## src/rtl/i2c_watch_pkg.sv

```systemverilog
package i2c_watch_pkg;
  typedef enum logic [2:0] {
    PH_IDLE   = 3'd0,
    PH_START  = 3'd1,
    PH_RSTART = 3'd2,
    PH_ADDR   = 3'd3,
    PH_DATA   = 3'd4,
    PH_ACK    = 3'd5,
    PH_STOP   = 3'd6,
    PH_RECV   = 3'd7
  } master_phase_e;

  // Phases where another master can take the bus from us
  function automatic logic phase_can_lose(input logic [2:0] ph);
    return (ph >= 3'd1) && (ph <= 3'd5);
  endfunction

  function automatic logic free_from_flags(input logic st, input logic sp);
    return sp | ~st;
  endfunction
endpackage

```

## src/rtl/i2c_line_sync.sv

```systemverilog
module i2c_line_sync #(
  parameter int WIDTH  = 2,
  parameter int STAGES = 2
) (
  input  logic             clk,
  input  logic             rst_n,
  input  logic [WIDTH-1:0] d_in,
  output logic [WIDTH-1:0] d_out
);
  localparam int LAST = STAGES - 1;

  for (genvar w = 0; w < WIDTH; w++) begin : g_line
    logic [STAGES-1:0] chain;
    always_ff @(posedge clk or negedge rst_n) begin
      if (!rst_n) chain <= '1;
      else        chain <= {chain[STAGES-2:0], d_in[w]};
    end
    assign d_out[w] = chain[LAST];
  end
endmodule

```

## src/rtl/i2c_cond_detect.sv

```systemverilog
module i2c_cond_detect (
  input  logic clk,
  input  logic rst_n,
  input  logic sda_s,
  input  logic scl_s,
  output logic start_ev,
  output logic stop_ev
);
  logic sda_q, scl_q;

  always_ff @(posedge clk or negedge rst_n) begin
    if (!rst_n) begin
      sda_q <= 1'b1;
      scl_q <= 1'b1;
    end else begin
      sda_q <= sda_s;
      scl_q <= scl_s;
    end
  end

  assign start_ev = scl_s & scl_q &  sda_q & ~sda_s;
  assign stop_ev  = scl_s & scl_q & ~sda_q &  sda_s;
endmodule

```

## src/rtl/i2c_arb_check.sv

```systemverilog
module i2c_arb_check
  import i2c_watch_pkg::*;
(
  input  logic       clk,
  input  logic       rst_n,
  input  logic       enable,
  input  logic       sda_s,
  input  logic       scl_s,
  input  logic       sda_drive,
  input  logic       drive_active,
  input  logic [2:0] phase,
  input  logic       clr_coll,
  output logic       mismatch,
  output logic       bus_coll,
  output logic       arb_lost
);
  assign mismatch = enable & drive_active & phase_can_lose(phase)
                  & sda_drive & scl_s & ~sda_s;

  always_ff @(posedge clk or negedge rst_n) begin
    if (!rst_n) begin
      bus_coll <= 1'b0;
      arb_lost <= 1'b0;
    end else begin
      arb_lost <= mismatch & ~bus_coll;
      if (mismatch)      bus_coll <= 1'b1;
      else if (clr_coll) bus_coll <= 1'b0;
    end
  end
endmodule

```

## src/rtl/i2c_bus_watch.sv

```systemverilog
module i2c_bus_watch
  import i2c_watch_pkg::*;
#(
  parameter int SYNC_STAGES = 2
) (
  input  logic       clk,
  input  logic       rst_n,
  input  logic       enable,
  input  logic       irq_en,
  input  logic       sda_in,
  input  logic       scl_in,
  input  logic       sda_drive,
  input  logic       drive_active,
  input  logic [2:0] phase,
  input  logic       clr_coll,
  output logic       start_seen,
  output logic       stop_seen,
  output logic       bus_free,
  output logic       irq,
  output logic       bus_coll,
  output logic       arb_lost
);
  logic sda_s, scl_s;
  logic start_ev, stop_ev, mismatch;

  i2c_line_sync #(.WIDTH(2), .STAGES(SYNC_STAGES)) u_sync (
    .clk   (clk),
    .rst_n (rst_n),
    .d_in  ({scl_in, sda_in}),
    .d_out ({scl_s, sda_s})
  );

  i2c_cond_detect u_det (
    .clk      (clk),
    .rst_n    (rst_n),
    .sda_s    (sda_s),
    .scl_s    (scl_s),
    .start_ev (start_ev),
    .stop_ev  (stop_ev)
  );

  i2c_arb_check u_arb (
    .clk          (clk),
    .rst_n        (rst_n),
    .enable       (enable),
    .sda_s        (sda_s),
    .scl_s        (scl_s),
    .sda_drive    (sda_drive),
    .drive_active (drive_active),
    .phase        (phase),
    .clr_coll     (clr_coll),
    .mismatch     (mismatch),
    .bus_coll     (bus_coll),
    .arb_lost     (arb_lost)
  );

  assign bus_free = free_from_flags(start_seen, stop_seen);

  always_ff @(posedge clk or negedge rst_n) begin
    if (!rst_n) begin
      start_seen <= 1'b0;
      stop_seen  <= 1'b0;
      irq        <= 1'b0;
    end else if (!enable) begin
      start_seen <= 1'b0;
      stop_seen  <= 1'b0;
      irq        <= 1'b0;
    end else begin
      irq <= stop_ev & irq_en & ~bus_free;
      if (start_ev) begin
        start_seen <= 1'b1;
        stop_seen  <= 1'b0;
      end else if (stop_ev) begin
        start_seen <= 1'b0;
        stop_seen  <= 1'b1;
      end
    end
  end
endmodule

```

## config.mk

```make
export PLATFORM = sky130hd
export DESIGN_NAME = i2c_bus_watch
export DESIGN_NICKNAME = d
export VERILOG_FILES = /design/src/rtl/i2c_watch_pkg.sv /design/src/rtl/i2c_line_sync.sv /design/src/rtl/i2c_cond_detect.sv /design/src/rtl/i2c_arb_check.sv /design/src/rtl/i2c_bus_watch.sv
export SDC_FILE = /design/constraint.sdc
export NUM_CORES = 1
export LEC_CHECK = 0
export ABC_AREA = 1
export BUFFER_PORTS_ARGS = -buffer_cell sky130_fd_sc_hd__buf_2
export CORE_AREA = 8 8 45 47
export CTS_CLUSTER_DIAMETER = 100
export DETAILED_ROUTE_END_ITERATION = 16
export DIE_AREA = 0 0 53 55
export PLACE_DENSITY_LB_ADDON = 0.12
export REMOVE_ABC_BUFFERS = 1
export SLEW_MARGIN = 20
export SYNTH_ARGS = -nofsm -noshare
export SYNTH_HDL_FRONTEND = slang
export SYNTH_HIERARCHICAL = 1
export SYNTH_SLANG_ARGS = --single-unit
export TNS_END_PERCENT = 20
```

## constraint.sdc

```tcl
create_clock -name clk -period 1.85 [get_ports clk]
set_input_delay 0.0925 -clock clk [delete_from_list [all_inputs] [get_ports clk]]
set_output_delay 0.0925 -clock clk [all_outputs]
set_load 0.05 [all_outputs]
```

Yosys cells after proc, flatten, opt, wreduce, memory -nomap -nowiden
Index checks and enable logic that the tools add are counted.
{"block": "classes", "n_eq_ne": 1, "n_lt_le_gt_ge": 2, "muxes": 9, "n_bitwise": 19, "reduce_logical": 2}
{"operator": "1-bit AND", "n": 13}
{"operator": "1-bit 2-to-1 mux", "n": 9}
{"operator": "1-bit NOT", "n": 5}
{"operator": "3-bit by 1-bit greater-or-equal comparator with 1-bit output (second input constant)", "n": 1}
{"operator": "3-bit less-or-equal comparator (second input constant)", "n": 1}
{"operator": "3-bit by 1-bit inequality test with 1-bit output (second input constant)", "n": 1}
{"operator": "2-bit nonzero test", "n": 1}
{"operator": "1-bit logical AND", "n": 1}
{"operator": "1-bit bitwise OR", "n": 1}
{"block": "word_totals", "elab_cells": 42, "register_bits": 11, "in_bits": 12}

Logic depth before layout (Yosys ltp)
Gate-level depths: netlist of the first run.
{"block": "logic_depth", "word_depth": 7, "depth_mapped": 7}

Modules after synthesis
The synthesis of the first run kept the hierarchy.
{"mod": "i2c_bus_watch", "area_each_um2": 126.4, "cells_per_inst": 14, "instances": 1}
{"mod": "i2c_arb_check", "area_each_um2": 122.6, "cells_per_inst": 17, "instances": 1}
{"mod": "i2c_line_sync", "area_each_um2": 120.1, "cells_per_inst": 6, "instances": 1}
{"mod": "i2c_cond_detect", "area_each_um2": 78.8, "cells_per_inst": 9, "instances": 1}

Worst setup path after synthesis of the first run
OpenSTA, ideal clock, no wires.
{"block": "synth_path", "path_type": "register -> register", "from": "register stop_seen", "to": "register irq", "path_slack_ps": 671, "required_ps": 1719, "path_stages_with_launch": 4, "arrival_ps": 1048, "cell_sequence": "dfrtp_1 > inv_1 > nand2_2 > nor2_1"}
{"block": "synth_via", "elab_chain_len": 4}
{"element": "start, declared", "line_no": "i2c_bus_watch.sv:17", "rtl": "output logic stop_seen,"}
{"element": "start signal, assigned", "line_no": "i2c_bus_watch.sv:62", "rtl": "stop_seen <= 1'b0;"}
{"element": "start signal, assigned", "line_no": "i2c_bus_watch.sv:66", "rtl": "stop_seen <= 1'b0;"}
{"element": "start signal, assigned", "line_no": "i2c_bus_watch.sv:72", "rtl": "stop_seen <= 1'b0;"}
{"element": "1-bit bitwise OR", "line_no": "i2c_watch_pkg.sv:19", "rtl": "return sp | ~st;"}
{"element": "via bus_free", "line_no": "i2c_bus_watch.sv:18", "rtl": "output logic bus_free,"}
{"element": "1-bit NOT", "line_no": "i2c_bus_watch.sv:69", "rtl": "irq <= stop_ev & irq_en & ~bus_free;"}
{"element": "1-bit AND", "line_no": "i2c_bus_watch.sv:69"}
{"element": "1-bit 2-to-1 mux", "line_no": "i2c_bus_watch.sv:64", "rtl": "end else if (!enable) begin"}
{"element": "end signal, assigned", "line_no": "i2c_bus_watch.sv:69"}
{"element": "end, declared", "line_no": "i2c_bus_watch.sv:19", "rtl": "output logic irq,"}
The timed path passes the listed nets, and every way through them passes these cells.
A chain may end at the register's enable or synchronous reset.

Final worst setup path of the first run
{"block": "layout_path", "from": "register start_seen", "to": "output bus_free"}
{"block": "layout_via", "elab_chain_len": 2}
{"element": "start, declared", "line_no": "i2c_bus_watch.sv:16", "rtl": "output logic start_seen,"}
{"element": "start signal, assigned", "line_no": "i2c_bus_watch.sv:61", "rtl": "start_seen <= 1'b0;"}
{"element": "start signal, assigned", "line_no": "i2c_bus_watch.sv:65", "rtl": "start_seen <= 1'b0;"}
{"element": "start signal, assigned", "line_no": "i2c_bus_watch.sv:71", "rtl": "start_seen <= 1'b1;"}
{"element": "1-bit NOT", "line_no": "i2c_watch_pkg.sv:19"}
{"element": "1-bit bitwise OR", "line_no": "i2c_watch_pkg.sv:19"}
{"element": "end, declared", "line_no": "i2c_bus_watch.sv:18"}
Every way passes these cells.

==> results of run 1 <==
-- flip-flops by register name, indices dropped and copies added, names as in the netlist --
name                 flops
u_sync/g_line.chain      4
u_arb/bus_coll           1
start_seen               1
u_arb/arb_lost           1
u_det/sda_q              1
stop_seen                1
irq                      1
u_det/scl_q              1
-- how the worst max path moves through the flow --
stage / startpoint / to / slack [ns] / depth (start not counted)
2_1_floorplan: stop_seen$_DFFE_PN0P_ / irq$_DFF_PN0_ / 0.67 / 3
3_3_place_gp: u_sync/g_line[1].chain[1]$_DFF_PN1_ / stop_seen$_DFFE_PN0P_ / 0.84 / 4
3_5_place_dp: u_sync/g_line[1].chain[1]$_DFF_PN1_ / start_seen$_DFFE_PN0P_ / 0.81 / 5
4_1_cts: start_seen$_DFFE_PN0P_ / bus_free / 0.75 / 2
5_1_grt: stop_seen$_DFFE_PN0P_ / bus_free / 0.69 / 3
6_report: start_seen$_DFFE_PN0P_ / bus_free / 0.77 / 2
-- per-stage QoR --
step | utilization, % | area (sq um) | worst slack, ns | std cells
floorplan | - | 429 | 0.671 | 43
global placement | 38.6 | 534 | 0.844 | 76
detailed placement | 38.6 | 534 | 0.811 | 76
CTS | 42.7 | 591 | 0.754 | 83
global route | 42.7 | 591 | 0.688 | 83
finish | 42.7 | 591 | 0.775 | 83
-- what timing repair did --
action,CTS,global route
resized for setup,0,0
hold buffers,3,0
endpoints found under the hold margin,13,0
-- layout make-up --
cell class	instances	area (sq um)
fill	135	793
tap	16	20.0
timing repair buffer	20	115
sequential	11	283
inverter	10	37.5
multi-input combinational	22	109
clock buffer	4	26.3
-- layer usage --
layer / vias to the layer above / routed length, um / track usage (%)
li1: 172 / - / -
met1: 123 / 336 / 6.56
met2: 17 / 270 / 7.81
met3: 2 / 134 / 4.81
met4: 0 / 15 / 3.88
met5: - / 0 / 0
-- critical path, cell delays in order, from the launching register on --
cell,delay (ns)
dfrtp_1,0.40
nand2_2,0.08
buf_2,0.26
-- power by group through the flow --
stage	sequential (mW)	clock (mW)	combinational [mW]
after detailed placement	0.264	0	0.0470
after global placement	0.263	0	0.0480
after floorplan	0.271	0	0.0166
final	0.260	0.150	0.0511
after CTS	0.260	0.161	0.0520
after global routing	0.261	0.175	0.0575
-- cell usage in the layout (no fill, tap or decap), drive strengths merged --
master,instances
dfrtp,5
nand2,11
dfstp,6
nor2,6
inv,10
buf,17
clkbuf,4
nand3,2
a21oi,3
dlygate4sd3,3
==> flow_metrics.env, run 1 <==
export IMPL_avgSynthCellArea_sq_um=9.87
export IMPL_clkLatencyLatePin_ns=0.26
export IMPL_drcViolationCount=0
export IMPL_p_leak_nw=0.314
export IMPL_viasPerCell=3.78
export IMPL_p_comb_share_pct=11.1
export IMPL_cts_made_buffers=3
export IMPL_core_sq_um=1380
export IMPL_r2r_end="start_seen$_DFFE_PN0P_"
export IMPL_first_global_vias=325
export IMPL_critPathMaxFanout=3
export IMPL_setup_violations_final=0
export IMPL_dieWidth_um=53
export IMPL_status="complete, no violations"
export IMPL_rrSetupSlack_ns=0.80
export IMPL_cts_setup_buffers=0
export IMPL_r2r_cells=5
export IMPL_layout_nets=80
export IMPL_diodes=0
export IMPL_cts_tree="built"
export IMPL_area_growth_syn_to_layout_pct=33.0
export IMPL_clock_sinks=11
export IMPL_grt_use_total_pct=6.02
export IMPL_worst_setup_path_end_kind="output port"
export IMPL_hold_class="primary input to flip-flop"
export IMPL_dr_pass1_iters=4
export IMPL_p_clk_share_pct=32.6
export IMPL_worst_setup_path_type="flip-flop to output port"
export IMPL_drv_cap=0
export IMPL_dp_hpwl_um=606
export IMPL_tightest_slew_ns=0.254
export IMPL_max_freq_ghz=0.930
export IMPL_antenna_left=0
export IMPL_dieArea_sq_um=2920
export IMPL_netlist_area_sq_um=444
export IMPL_drive_gt1_share_pct=49.3
export IMPL_wl_per_cell_um=9.11
export IMPL_rsz0062_at_grt="no"
export IMPL_hp_start="clr_coll"
export IMPL_worstPathArrival_ns=0.98
export IMPL_net_switching_power_mw=0.103
export IMPL_clk_pin_slew_worst_paths_ns=0.06
export IMPL_finalWirelength_um=756
export IMPL_synthCells=45
export IMPL_min_period_ns=1.08
export IMPL_overflow=0
export IMPL_hold_depth=4
export IMPL_relSlewSlack_pct=83.2
export IMPL_whs_endpoint="u_arb/bus_coll$_DFFE_PN0P_"
export IMPL_startpoint_type="flip-flop"
export IMPL_cts_root_buf="clkbuf_4"
export IMPL_p_int_mw=0.358
export IMPL_fin_skew_ns=0.00302
export IMPL_required_ns=1.76
export IMPL_antenna_found_initial=0
export IMPL_clockBufferDepth=2
export IMPL_yosysWarningCount=6
export IMPL_die_h_um=55
export IMPL_pwr_density_cell_nw_per_um2=781
export IMPL_io_buffers=17
export IMPL_routed_via_count=314
export IMPL_grt_pass1_wl_mm=1.24
export IMPL_p_total_mw=0.461
export IMPL_drt_iter0_markers=6
export IMPL_swShare_pct=22.3
export IMPL_grt_max_degree=12
export IMPL_seqPwrFrac_pct=56.3
export IMPL_finalHoldViolations=0
export IMPL_start_util_pct=32.1
export IMPL_r2r_start="u_sync/g_line[1].chain[1]$_DFF_PN1_"
export IMPL_rows=14
export IMPL_hold_slack_ns=0.0578
export IMPL_top_level_ports=18
export IMPL_gp_congestion=0.653
export IMPL_fin_setup_tns_ns=0
export IMPL_ir_drop_mv=0.277
export IMPL_final_period_utilization_pct=58.1
export IMPL_slew_viol_final=0
export IMPL_cts_max_level=1
(Power assumes the default switching activity.)
==> run 2, diff against run 1 <==
- clock period: 1.85 -> 0.9 ns (I/O delays scaled with it)
==> flow_metrics.env, run 2 (synthesis results as in run 1) <==
export IMPL_r2r_cells=5
export IMPL_antenna_found_initial=0
export IMPL_max_freq_ghz=0.958
export IMPL_worst_setup_path_end_kind="flip-flop"
export IMPL_dr_pass1_iters=4
export IMPL_worstPathArrival_ns=1.19
export IMPL_io_buffers=17
export IMPL_drcViolationCount=0
export IMPL_rrSetupSlack_ns=-0.14
export IMPL_crit_slowest_cell="dfstp_2"
export IMPL_core_sq_um=1380
export IMPL_r2r_start="u_sync/g_line[1].chain[1]$_DFF_PN1_"
export IMPL_start_util_pct=32.1
export IMPL_grt_use_total_pct=6.24
export IMPL_top_register="u_sync/g_line.chain"
export IMPL_ir_drop_mv=0.579
export IMPL_diodes=0
export IMPL_antenna_left=0
export IMPL_required_ns=1.05
export IMPL_hold_class="primary input to flip-flop"
export IMPL_wl_per_cell_um=9.59
export IMPL_place_ws_ns=-0.139
export IMPL_dieWidth_um=53
export IMPL_overflow=0
export IMPL_final_period_utilization_pct=116
export IMPL_dieArea_sq_um=2920
export IMPL_layout_nets=82
export IMPL_p_leak_nw=0.328
export IMPL_finalHoldViolations=0
export IMPL_viasPerCell=3.89
export IMPL_critPathLaunch="u_sync/g_line[1].chain[1]$_DFF_PN1_"
export IMPL_path_cells="nand2_2 > nor2_4 > inv_2 > nand2_1 > a21oi_2"
export IMPL_startpoint_type="flip-flop"
export IMPL_crit_end="start_seen$_DFFE_PN0P_"
export IMPL_violations="setup timing"
export IMPL_fillers=125
export IMPL_cts_max_level=1
export IMPL_mostFrequentLayoutCell="buf_2"
export IMPL_drive_gt1_share_pct=59.4
export IMPL_grt_pass1_wl_mm=1.29
export IMPL_post_dp_cell_area_sq_um=534
export IMPL_clk_pin_slew_worst_paths_ns=0.06
export IMPL_final_cell_mix="11 x buf_2, 8 x nand2_1, 6 x inv_1, 6 x dfstp_2"
export IMPL_cts_root_buf="clkbuf_4"
export IMPL_drt_iter0_markers=3
export IMPL_die_h_um=55
export IMPL_clkLatencyLatePin_ns=0.26
export IMPL_status="finished with violations"
export IMPL_pwr_density_cell_nw_per_um2=1480
export IMPL_stdcell_area_sq_um=658
export IMPL_fin_ws_ns=-0.144
export IMPL_dp_hpwl_um=606
export IMPL_r2r_end="start_seen$_DFFE_PN0P_"
export IMPL_first_global_vias=322
export IMPL_area_growth_syn_to_layout_pct=48.2
export IMPL_setup_violations_final=6
export IMPL_cts_tree="built"
export IMPL_worst_setup_path_type="flip-flop to flip-flop"
export IMPL_rows=14
export IMPL_finalWirelength_um=815
export IMPL_critPathMaxFanout=3
export IMPL_relSlewSlack_pct=84.8
export IMPL_grt_max_degree=12
export IMPL_top_level_ports=18
export IMPL_clockBufferDepth=2
export IMPL_rsz0062_at_grt="yes"
export IMPL_largest_reg_flops=4
export IMPL_min_period_ns=1.04
export IMPL_drv_cap=0
export IMPL_gp_congestion=0.653
export IMPL_tightest_slew_ns=0.228
export IMPL_slew_viol_final=0
export IMPL_fin_skew_ns=0.00293
export IMPL_routed_via_count=331
export IMPL_cp_slowest_stage_delay_ns=0.56
export IMPL_cts_made_buffers=3
export IMPL_clock_sinks=11
-- run 2: cell types whose count changed in the layout (fill, tap and decap cells not counted), sizes merged --
cell	delta
clkbuf	+1
dlygate4sd3	+1
-- run 2: how the worst min path moves through the flow --
stage / startpoint / end / slack, ns / cells past startpoint
2_1_floorplan: rst_n / irq$_DFF_PN0_ / -0.25 / 0
3_3_place_gp: rst_n / start_seen$_DFFE_PN0P_ / -0.07 / 1
3_5_place_dp: rst_n / u_arb/bus_coll$_DFFE_PN0P_ / -0.08 / 1
4_1_cts: enable / start_seen$_DFFE_PN0P_ / 0.02 / 3
5_1_grt: irq_en / irq$_DFF_PN0_ / 0.03 / 3
6_report: irq_en / irq$_DFF_PN0_ / 0.03 / 3
-- run 2: layer usage --
| layer | up-vias | global-route usage (%) | part of all wire (%) |
|---|---|---|---|
| met2 | 17 | 8.40 | 41 |
| met4 | 0 | 3.88 | 1.8 |
| li1 | 177 | - | - |
| met1 | 135 | 6.72 | 41 |
| met5 | - | 0 | 0 |
| met3 | 2 | 4.81 | 17 |
-- run 2: cell type report --
class / count / area [sq um] / area share (%)
Tap cell: 16 / 20.0 / 3.04
Timing Repair Buffer: 22 / 166 / 25.3
Sequential cell: 11 / 283 / 43.0
Inverter: 10 / 37.5 / 5.70
Clock buffer: 4 / 26.3 / 3.99
Multi-Input combinational cell: 22 / 125 / 19.0
-- run 2: critical path: cells and delay by family, from the launching register on --
| kind | cells | cell delay [ns] |
|---|---|---|
| DFF | 1 | 0.56 |
| AOI/OAI and AO/OA | 1 | 0.05 |
| buffers and inverters | 1 | 0.05 |
| and+or+nand+nor | 3 | 0.27 |
-- run 2: metrics by stage --
step	std cells	util [%]	TNS, ns	hold WS (ns)	total power, mW
floorplan	43	-	-0.531	-0.251	0.592
global placement	76	38.6	-0.320	-0.0704	0.640
detailed placement	76	38.6	-0.417	-0.0792	0.639
CTS	84	44.8	-0.579	0.0225	0.983
global route	85	47.6	-1.05	0.0328	1.04
finish	85	47.6	-0.665	0.0326	0.974
-- run 2: what timing repair did --
action,4_1_cts,5_1_grt
setup endpoints to repair,9,11
hold buffers,4,0
hold endpoints to repair,14,0
gates resized for setup,7,14
buffers inserted,0,1
pin swaps,3,3
-- run 2: report_power, final --
group | internal, mW | switching [mW] | leakage (nW)
logic | 0.0590 | 0.0700 | 0.180
registers | 0.524 | 0.0125 | 0.132
clock network | 0.171 | 0.138 | 0.0150
==> run 3, diff against run 2 <==
- REMOVE_ABC_BUFFERS: 1 -> unset
==> flow_metrics.env, run 3 (synthesis results as in run 1) <==
export IMPL_status="finished with violations"
export IMPL_violations="setup timing"
export IMPL_max_freq_ghz=0.991
export IMPL_finalWirelength_um=884
export IMPL_setup_violations_final=7
export IMPL_mostFrequentLayoutCell="buf_2"
export IMPL_diodes=0
export IMPL_largest_reg_flops=4
export IMPL_pwr_density_cell_nw_per_um2=1480
export IMPL_drt_iter0_markers=4
export IMPL_post_dp_cell_area_sq_um=539
export IMPL_rows=14
export IMPL_hold_depth=3
export IMPL_cp_slowest_stage_delay_ns=0.56
export IMPL_gp_congestion=0.715
export IMPL_wl_per_cell_um=10.5
export IMPL_critPathMaxFanout=4
export IMPL_min_period_ns=1.01
export IMPL_stdcell_area_sq_um=671
export IMPL_required_ns=1.06
export IMPL_fin_skew_ns=0.00688
export IMPL_r2r_start="u_sync/g_line[0].chain[1]$_DFF_PN1_"
export IMPL_startpoint_type="flip-flop"
export IMPL_whs_endpoint="irq$_DFF_PN0_"
export IMPL_fillers=146
export IMPL_slew_viol_final=0
export IMPL_cts_root_buf="clkbuf_4"
export IMPL_worst_setup_path_type="flip-flop to flip-flop"
export IMPL_final_cell_mix="11 x buf_2, 7 x nand2_1, 7 x inv_1, 6 x dfstp_2, 5 x buf_6"
export IMPL_r2r_end="start_seen$_DFFE_PN0P_"
export IMPL_tightest_slew_ns=0.250
export IMPL_r2r_cells=5
export IMPL_clkLatencyLatePin_ns=0.27
export IMPL_worst_setup_path_end_kind="flip-flop"
export IMPL_dp_hpwl_um=700
export IMPL_cts_tree="built"
export IMPL_dieArea_sq_um=2920
export IMPL_drcViolationCount=0
export IMPL_start_util_pct=32.1
export IMPL_net_switching_power_mw=0.250
export IMPL_crit_slowest_cell="dfstp_2"
export IMPL_io_buffers=17
export IMPL_p_clk_share_pct=33.2
export IMPL_cts_max_level=1
export IMPL_rrSetupSlack_ns=-0.11
export IMPL_core_sq_um=1380
export IMPL_final_period_utilization_pct=112
export IMPL_relSlewSlack_pct=83.3
export IMPL_grt_use_total_pct=6.84
export IMPL_die_h_um=55
export IMPL_path_cells="nand2_2 > nor2_4 > inv_2 > nand2_1 > a21oi_2"
export IMPL_drive_gt1_share_pct=66.2
export IMPL_ir_drop_mv=0.926
export IMPL_cts_made_buffers=3
export IMPL_area_growth_syn_to_layout_pct=51.0
export IMPL_swShare_pct=25.1
export IMPL_dp_cells=76
export IMPL_p_int_mw=0.745
export IMPL_hp_start="irq_en"
export IMPL_synth_nets=57
export IMPL_first_global_vias=340
export IMPL_clockBufferDepth=2
export IMPL_grt_max_degree=12
export IMPL_drv_cap=0
export IMPL_top_level_ports=18
export IMPL_finalHoldViolations=0
export IMPL_seqPwrFrac_pct=53.9
export IMPL_dr_pass1_iters=4
export IMPL_top_register="u_sync/g_line.chain"
export IMPL_viasPerCell=4.15
export IMPL_fin_ws_ns=-0.109
export IMPL_antenna_left=0
export IMPL_rsz0062_at_grt="yes"
export IMPL_p_comb_share_pct=12.9
export IMPL_p_leak_nw=0.328
export IMPL_hold_class="primary input to flip-flop"
export IMPL_routed_via_count=349
export IMPL_dieWidth_um=53
export IMPL_antenna_found_initial=0
export IMPL_worstPathArrival_ns=1.17
export IMPL_overflow=0
export IMPL_clk_pin_slew_worst_paths_ns=0.07
export IMPL_clock_sinks=11
export IMPL_final_cells=84
export IMPL_layout_nets=81
export IMPL_grt_pass1_wl_mm=1.38
-- run 3: cell count changes in the layout (fill, tap and decap cells not counted), sizes merged --
cell	previous run	this run
clkinv	0	1
clkbuf	5	3
-- run 3: metal layers --
metal | vias to the layer above | GRT usage, % | wire length [um]
li1 | 177 | - | -
met1 | 152 | 7.19 | 381
met2 | 18 | 8.98 | 379
met3 | 2 | 4.55 | 118
met4 | 0 | 6.47 | 5
met5 | - | 0 | 0
-- run 3: cell type report --
cell class              instances  area (sq um)  area share [%]
repair buffers                 21           166            24.8
multi-input cells              22           134            20.0
clock buffers                   3          22.5            3.36
inverters                      10          37.5            5.60
flip-flops and latches         11           285            42.5
clock inverters                 1          5.00           0.746
well taps                      16          20.0            2.99
-- run 3: worst max path at each step --
stage                                   startpoint                     end  slack, ns  cells after the start
2_1_floorplan  u_sync/g_line[0].chain[1]$_DFF_PN1_  start_seen$_DFFE_PN0P_      -0.14                      6
3_3_place_gp   u_sync/g_line[0].chain[1]$_DFF_PN1_  start_seen$_DFFE_PN0P_      -0.12                      5
3_5_place_dp   u_sync/g_line[0].chain[1]$_DFF_PN1_  start_seen$_DFFE_PN0P_      -0.14                      5
4_1_cts        u_sync/g_line[1].chain[1]$_DFF_PN1_  start_seen$_DFFE_PN0P_      -0.12                      5
5_1_grt        u_sync/g_line[0].chain[1]$_DFF_PN1_           irq$_DFF_PN0_      -0.17                      4
6_report       u_sync/g_line[0].chain[1]$_DFF_PN1_  start_seen$_DFFE_PN0P_      -0.11                      5
-- run 3: timing repair --
action,4_1_cts,5_1_grt
setup buffers,0,0
hold buffers,4,0
setup endpoints to repair,10,11
resized for setup,8,16
pin swaps,4,4
hold endpoints to repair,14,0
-- run 3: through the flow --
step           setup WS (ns)  setup TNS [ns]  hold slack (ns)  power, mW  utilization [%]
2_1_floorplan         -0.138          -0.490           -0.251      0.602                -
3_3_place_gp          -0.116          -0.336          -0.0702      0.642             39.0
3_5_place_dp          -0.143          -0.413          -0.0720      0.643             39.0
4_1_cts               -0.123          -0.614          0.00851       1.01             45.5
5_1_grt               -0.166          -0.910           0.0172       1.05             48.5
6_report              -0.109          -0.484           0.0210      0.995             48.5
-- run 3: worst max-delay path, delay by kind of cell, from the launching register on --
family	cells	cell delay (ns)
compound gates	1	0.05
simple gates	3	0.24
buf+inv	1	0.04
flops	1	0.56
-- run 3: power groups by stage --
stage          combinational (mW)  clock, mW  sequential (mW)
3_3_place_gp               0.0992          0            0.543
2_1_floorplan              0.0450          0            0.557
5_1_grt                     0.139      0.374            0.540
6_report                    0.129      0.330            0.537
4_1_cts                     0.120      0.354            0.536
3_5_place_dp               0.0992          0            0.544
